$ cat config.mk
export PLATFORM = sky130hd
export DESIGN_NAME = entropy_health_widener
export DESIGN_NICKNAME = d
export VERILOG_FILES = /design/src/rtl/ehw_pkg.sv /design/src/rtl/ehw_health_test.sv /design/src/rtl/ehw_bist.sv /design/src/rtl/ehw_queue.sv /design/src/rtl/entropy_health_widener.sv
export SDC_FILE = /design/constraint.sdc
export NUM_CORES = 2
export LEC_CHECK = 0
export BUFFER_PORTS_ARGS = -buffer_cell sky130_fd_sc_hd__buf_2
export CAP_MARGIN = 5
export CORE_MARGIN = 1.5
export CORE_UTILIZATION = 34
export CTS_CLUSTER_SIZE = 25
export DETAILED_ROUTE_END_ITERATION = 6
export GPL_TIMING_DRIVEN = 0
export SLEW_MARGIN = 0
export SYNTH_ARGS = -nofsm -noshare
export SYNTH_HDL_FRONTEND = slang
export SYNTH_HIERARCHICAL = 1
export SYNTH_SLANG_ARGS = --single-unit
$ cat constraint.sdc
create_clock -name clk -period 43.4 [get_ports clk]
set_input_delay 8.68 -clock clk [delete_from_list [all_inputs] [get_ports clk]]
set_output_delay 8.68 -clock clk [all_outputs]
set_load 0.03 [all_outputs]
$ cat src/rtl/ehw_pkg.sv
package ehw_pkg;
  typedef enum logic [1:0] {
    BS_PAT_A,
    BS_PAT_B,
    BS_DONE
  } bist_st_e;
endpackage

$ cat src/rtl/ehw_health_test.sv
module ehw_health_test #(
  parameter int W       = 256,
  parameter int RUN_MAX = 34,
  parameter int CNT_W   = $clog2(W + 1)
) (
  input  logic             clk,
  input  logic             rst_n,
  input  logic             bit_valid,
  input  logic             bit_in,
  input  logic [CNT_W-1:0] lo,
  input  logic [CNT_W-1:0] hi,
  output logic             done,
  output logic             ok,
  output logic [W-1:0]     word
);
  localparam int IDX_W = $clog2(W);
  localparam int RUN_W = $clog2(RUN_MAX + 2);

  logic [W-1:0]     sh_q;
  logic [IDX_W-1:0] idx_q;
  logic [CNT_W-1:0] ones_q, ones_d;
  logic [RUN_W-1:0] run_q, run_d;
  logic             prev_q, bad_q, bad_d;
  logic             first, last;

  assign first = (idx_q == '0);
  assign last  = (idx_q == IDX_W'(W - 1));

  always_comb begin
    if (first || (bit_in != prev_q))
      run_d = RUN_W'(1);
    else if (run_q == RUN_W'(RUN_MAX + 1))
      run_d = run_q;
    else
      run_d = run_q + RUN_W'(1);
    bad_d  = (first ? 1'b0 : bad_q) | (run_d > RUN_W'(RUN_MAX));
    ones_d = (first ? '0 : ones_q) + CNT_W'(bit_in);
  end

  assign word = {bit_in, sh_q[W-1:1]};
  assign done = bit_valid && last;
  assign ok   = !bad_d && (ones_d >= lo) && (ones_d <= hi);

  always_ff @(posedge clk) begin
    if (!rst_n) begin
      sh_q   <= '0;
      idx_q  <= '0;
      ones_q <= '0;
      run_q  <= '0;
      prev_q <= 1'b0;
      bad_q  <= 1'b0;
    end else if (bit_valid) begin
      sh_q   <= word;
      idx_q  <= last ? '0 : idx_q + IDX_W'(1);
      ones_q <= ones_d;
      run_q  <= run_d;
      prev_q <= bit_in;
      bad_q  <= bad_d;
    end
  end
endmodule

$ cat src/rtl/ehw_bist.sv
module ehw_bist
  import ehw_pkg::*;
(
  input  logic clk,
  input  logic rst_n,
  input  logic t_done,
  input  logic t_ok,
  output logic active,
  output logic t_valid,
  output logic t_bit,
  output logic done,
  output logic pass,
  output logic fail
);
  bist_st_e st_q;
  logic     tog_q, match_a_q, verdict;

  assign active  = (st_q != BS_DONE);
  assign t_valid = active;
  assign t_bit   = (st_q == BS_PAT_A) ? tog_q : 1'b1;
  assign verdict = match_a_q & ~t_ok;

  always_ff @(posedge clk) begin
    if (!rst_n) begin
      st_q      <= BS_PAT_A;
      tog_q     <= 1'b0;
      match_a_q <= 1'b0;
      done      <= 1'b0;
      pass      <= 1'b0;
      fail      <= 1'b0;
    end else begin
      case (st_q)
        BS_PAT_A: begin
          tog_q <= ~tog_q;
          if (t_done) begin
            match_a_q <= t_ok;
            st_q      <= BS_PAT_B;
          end
        end
        BS_PAT_B: begin
          if (t_done) begin
            pass <= verdict;
            fail <= ~verdict;
            done <= 1'b1;
            st_q <= BS_DONE;
          end
        end
        default: st_q <= BS_DONE;
      endcase
    end
  end
endmodule

$ cat src/rtl/ehw_queue.sv
module ehw_queue #(
  parameter int DW    = 257,
  parameter int DEPTH = 4
) (
  input  logic          clk,
  input  logic          rst_n,
  input  logic          push,
  input  logic [DW-1:0] din,
  input  logic          pop,
  output logic [DW-1:0] dout,
  output logic          full,
  output logic          empty
);
  localparam int AW = (DEPTH > 1) ? $clog2(DEPTH) : 1;
  localparam int CW = $clog2(DEPTH + 1);

  logic [DW-1:0] mem [DEPTH];
  logic [AW-1:0] wp_q, rp_q;
  logic [CW-1:0] cnt_q;
  logic          do_push, do_pop;

  assign full    = (cnt_q == CW'(DEPTH));
  assign empty   = (cnt_q == '0);
  assign do_push = push && !full;
  assign do_pop  = pop && !empty;
  assign dout    = mem[rp_q];

  function automatic logic [AW-1:0] nxt(input logic [AW-1:0] p);
    return (p == AW'(DEPTH - 1)) ? '0 : p + AW'(1);
  endfunction

  for (genvar g = 0; g < DEPTH; g++) begin : g_slot
    always_ff @(posedge clk) begin
      if (!rst_n)
        mem[g] <= '0;
      else if (do_push && (wp_q == AW'(g)))
        mem[g] <= din;
    end
  end

  always_ff @(posedge clk) begin
    if (!rst_n) begin
      wp_q  <= '0;
      rp_q  <= '0;
      cnt_q <= '0;
    end else begin
      if (do_push) wp_q <= nxt(wp_q);
      if (do_pop)  rp_q <= nxt(rp_q);
      if (do_push && !do_pop)      cnt_q <= cnt_q + CW'(1);
      else if (do_pop && !do_push) cnt_q <= cnt_q - CW'(1);
    end
  end
endmodule

$ cat src/rtl/entropy_health_widener.sv
module entropy_health_widener #(
  parameter int SAMPLE_W = 256,
  parameter int Q_DEPTH  = 4,
  parameter int RUN_MAX  = 34,
  parameter int DEF_LO   = 96,
  parameter int DEF_HI   = 160,
  parameter int HC_W     = 8,
  parameter int CNT_W    = $clog2(SAMPLE_W + 1)
) (
  input  logic                clk,
  input  logic                rst_n,
  input  logic                in_valid,
  input  logic                in_bit,
  output logic                in_ready,
  input  logic [CNT_W-1:0]    win_lo,
  input  logic [CNT_W-1:0]    win_hi,
  output logic                out_valid,
  input  logic                out_ready,
  output logic [SAMPLE_W-1:0] out_data,
  output logic                out_healthy,
  output logic                q_full,
  output logic                q_empty,
  output logic                bist_done,
  output logic                bist_pass,
  output logic                bist_fail,
  output logic [HC_W-1:0]     hc_count
);
  localparam int QW = SAMPLE_W + 1;
  localparam logic [HC_W-1:0] HC_MAX = '1;

  logic                b_act, b_valid, b_bit;
  logic                t_valid, t_bit, t_done, t_ok;
  logic [CNT_W-1:0]    t_lo, t_hi;
  logic [SAMPLE_W-1:0] t_word;
  logic                push;
  logic [QW-1:0]       q_out;

  assign in_ready = bist_pass && !q_full;
  assign t_valid  = b_act ? b_valid : (in_valid && in_ready);
  assign t_bit    = b_act ? b_bit : in_bit;
  assign t_lo     = b_act ? CNT_W'(DEF_LO) : win_lo;
  assign t_hi     = b_act ? CNT_W'(DEF_HI) : win_hi;
  assign push     = t_done && !b_act;

  ehw_health_test #(.W(SAMPLE_W), .RUN_MAX(RUN_MAX), .CNT_W(CNT_W)) u_test (
    .clk(clk), .rst_n(rst_n), .bit_valid(t_valid), .bit_in(t_bit),
    .lo(t_lo), .hi(t_hi), .done(t_done), .ok(t_ok), .word(t_word)
  );

  ehw_bist u_bist (
    .clk(clk), .rst_n(rst_n), .t_done(t_done), .t_ok(t_ok),
    .active(b_act), .t_valid(b_valid), .t_bit(b_bit),
    .done(bist_done), .pass(bist_pass), .fail(bist_fail)
  );

  ehw_queue #(.DW(QW), .DEPTH(Q_DEPTH)) u_queue (
    .clk(clk), .rst_n(rst_n), .push(push), .din({t_ok, t_word}),
    .pop(out_ready), .dout(q_out), .full(q_full), .empty(q_empty)
  );

  assign out_valid   = !q_empty;
  assign out_data    = q_out[SAMPLE_W-1:0];
  assign out_healthy = q_out[SAMPLE_W];

  always_ff @(posedge clk) begin
    if (!rst_n)
      hc_count <= '0;
    else if (push && t_ok && (hc_count != HC_MAX))
      hc_count <= hc_count + HC_W'(1);
  end
endmodule

==> flow_metrics.env <==
export IMPL_status="completed"
export IMPL_drt_initial_drc_count=2704
export IMPL_antenna_found_initial=3
export IMPL_area_growth_pct=18.2
export IMPL_grt_use_met3=0.0336
export IMPL_drive_gt1_frac=0.222
export IMPL_numCtsBuffers=150
export IMPL_arrival_ns=13.06
export IMPL_synth_avg_cell_area_um2=15.0
export IMPL_dp_slack_ns=30.20
export IMPL_vias_per_cell=5.18
export IMPL_synth_main_ff_cell="edfxtp_1"
export IMPL_coreArea_mm2=0.168
export IMPL_rows=150
export IMPL_die_area_mm2=0.172
export IMPL_wl_um=160000
export IMPL_grt_ovfl_total=0
export IMPL_tns_ns=0
export IMPL_drtPass1Iterations=7
export IMPL_fin_skew_ns=0.0518
export IMPL_ant_nets=0
export IMPL_rr_startpoint="u_queue/cnt_q[0]$_SDFFE_PN0P_"
export IMPL_clk_pin_slew_ns=0.06
export IMPL_synth_area_mm2=0.0576
export IMPL_grt_util_all_layers=0.182
export IMPL_slew_limit_headroom=0.119
export IMPL_grt_pass1_vias=35547
export IMPL_grt_util_met1=0.225
export IMPL_die_x_um=414
export IMPL_clkLatencyLatePin_ns=0.80
export IMPL_die_h_um=414
export IMPL_io_buffer_count=293
export IMPL_syn_nets=3885
export IMPL_synth_enable_flop_cells=1028
export IMPL_vias=34541
export IMPL_place_gp_congestion=0.772
export IMPL_cts_tree="done"
export IMPL_nFillCells=15443
export IMPL_grt_pass1_wl_um=235000
export IMPL_final_hold_violation_count=0
export IMPL_cp_start_kind="input port"
export IMPL_ys_warn_count=6
export IMPL_drc=0
export IMPL_holdBufCountCts=0
export IMPL_synth_cell_type_count=73
export IMPL_rsz0062_at_grt="no"
export IMPL_synthArstFlopShare=0
export IMPL_powerDensity_mw_per_mm2=41.6
export IMPL_maxCapViolations=0
export IMPL_setup_violations=0
export IMPL_fin_crit_sh=0.284
export IMPL_cp_startpoint="in_valid"
export IMPL_io_pins=295
export IMPL_worst_pin_slew_ns=1.32
export IMPL_p_leak_uw=0.0285
export IMPL_worst_hold_path_type="reg -> reg"
export IMPL_syn_inst=3831
export IMPL_fin_util=0.406
export IMPL_p_total_uw=2830
export IMPL_worst_ep_required_time_ns=44.12
export IMPL_ir_drop_uv=38.1
export IMPL_fin_crit_ns=12.33
export IMPL_hp_start="u_bist/match_a_q$_SDFFE_PN0P_"
export IMPL_worst_slack_ns=31.07
export IMPL_busiest_layer="met2"
export IMPL_htree_levels=4
export IMPL_grtUsageMet2=0.315
export IMPL_slew_viol_final=0
export IMPL_clock_tree_buffer_depth=3
export IMPL_fmaxAchievable_mhz=81.1
export IMPL_cts_root_buf="clkbuf_16"
export IMPL_ys_ff_latch=1331
export IMPL_crit_fanout=10
export IMPL_grt_max_degree=25
export IMPL_cts_setup_buffers=0
export IMPL_cts_sinks=1331
export IMPL_ys_seq_area_frac=0.642
export IMPL_fin_nets=4385
export IMPL_worst_setup_path_type="in -> reg"
export IMPL_dpl_hpwl_um=106000
export IMPL_routedWlPerCell_um=24.0
export IMPL_endpoint_kind="flip-flop"
export IMPL_initial_core_util=0.343
export IMPL_cts_resized=0
[layer usage]
layer  share of wire  vias up
li1                -    15696
met1            0.40    17615
met2            0.51      975
met3           0.053      255
met4           0.037        0
met5               0        -
[synthesized netlist by cell type, drive strengths merged (2+ instances only)]
library cell	n	area [um^2]
a2111oi	2	36.3
a211oi	3	27.5
a21boi	6	48.8
a21oi	8	40.0
a22oi	4	30.0
a31oi	7	43.8
and2	11	73.8
and3	1032	6460
and3b	2	18.8
and4	3	28.8
buf	144	1140
clkbuf	218	821
dfxtp	303	6070
edfxtp	1028	30900
ha	30	375
inv	35	131
mux2i	266	2660
mux4	257	5790
nand2	30	115
nand2b	7	43.8
nand3	18	90.1
nand4	9	56.3
nor2	28	105
nor2b	286	1790
nor3	9	45.0
nor3b	6	45.0
o21a	4	30.0
o21ai	22	114
or2	5	31.3
or3	6	42.5
xnor2	11	96.3
xor2	7	61.3
[worst max-delay path: stages]
cell      delay [ns]
buf_2           0.07
nand2_1         0.04
o21ai_0         0.47
nand3_1         0.13
nor2_1          0.17
and3_1          0.39
nor2b_1         0.54
nand2_2         0.29
inv_2           0.17
buf_2           0.43
buf_2           0.37
ha_1            0.23
inv_1           0.06
fa_1            0.37
xor2_1          0.16
or3_1           0.31
a21boi_0        0.16
[worst paths after layout]
kind,slack (ns),cells past startpoint,to
max,31.07,17,u_queue/cnt_q[2]$_SDFFE_PN0P_
min,0.48,1,u_bist/fail$_SDFFE_PN0P_
max reg2reg,38.05,19,u_queue/cnt_q[2]$_SDFFE_PN0P_
min reg2reg,0.48,1,u_bist/fail$_SDFFE_PN0P_
[layout by cell type (no fill, tap or decap), types with 10 or more instances in the layout]
cell	netlist	layout
buf_6	69	69
buf_2	60	353
and3_1	1032	1032
buf_1	12	12
clkbuf_16	0	152
inv_1	34	34
mux2i_1	266	266
buf_16	0	15
nor2b_1	286	286
nor2_1	28	28
clkinv_1	1	15
o21ai_0	21	17
bufinv_16	0	10
dfxtp_1	303	303
nand2_1	29	29
edfxtp_1	1028	1028
buf_12	0	37
mux4_2	257	257
xnor2_1	11	11
clkinv_2	0	27
clkbuf_8	0	13
ha_1	30	30
clkbuf_1	216	256
nand3_1	18	18
[metrics by stage]
step,area [um^2],instances,hold WS (ns)
6_report,68000,6663,0.476
2_1_floorplan,57600,3831,0.434
4_1_cts,68000,6661,0.479
3_3_place_gp,61800,6328,0.463
3_5_place_dp,63000,6383,0.463
5_1_grt,68000,6661,0.503
[sequential cells by signal (all words and copies together), names as in the netlist, 2 cells and up, named ones only]
register,flops
u_queue/cnt_q,3
u_test/idx_q,8
u_bist/st_q,2
u_test/sh_q,255
u_queue/wp_q,2
hc_count,8
u_queue/rp_q,2
u_queue/mem,1028
u_test/ones_q,9
u_test/run_q,6
[where the power goes]
| group | total (uW) | switching (uW) | internal [uW] |
|---|---|---|---|
| Clock | 1270 | 538 | 736 |
| Sequential | 1430 | 12.6 | 1420 |
| Combinational | 127 | 84.1 | 43.3 |
[logic make-up (layout without fill, tap and decap cells)]
kind of cell | Yosys count | count (layout) | share of synthesized area
flops | 1331 | 1331 | 0.642
xor+xnor | 18 | 18 | 0.00274
simple gates | 1457 | 1457 | 0.156
other cells | 0 | 2 | 0
fa+ha+maj | 31 | 31 | 0.00687
compound gates | 72 | 72 | 0.00900
buf+inv | 398 | 1024 | 0.0365
mux | 524 | 524 | 0.147
[layout make-up]
| class | count | area, um^2 | area share |
|---|---|---|---|
| Timing Repair Buffer | 348 | 2670 | 0.0392 |
| Sequential cell | 1331 | 36900 | 0.543 |
| Buffer | 362 | 1970 | 0.0289 |
| Clock buffer | 205 | 4130 | 0.0608 |
| Multi-Input combinational cell | 2102 | 18600 | 0.273 |
| Tap cell | 2204 | 2760 | 0.0405 |
| Clock inverter | 73 | 853 | 0.0125 |
| Antenna cell | 2 | 5.00 | 0.0000736 |
| Inverter | 36 | 135 | 0.00199 |
No activity file was read; power rests on OpenSTA's default activity.
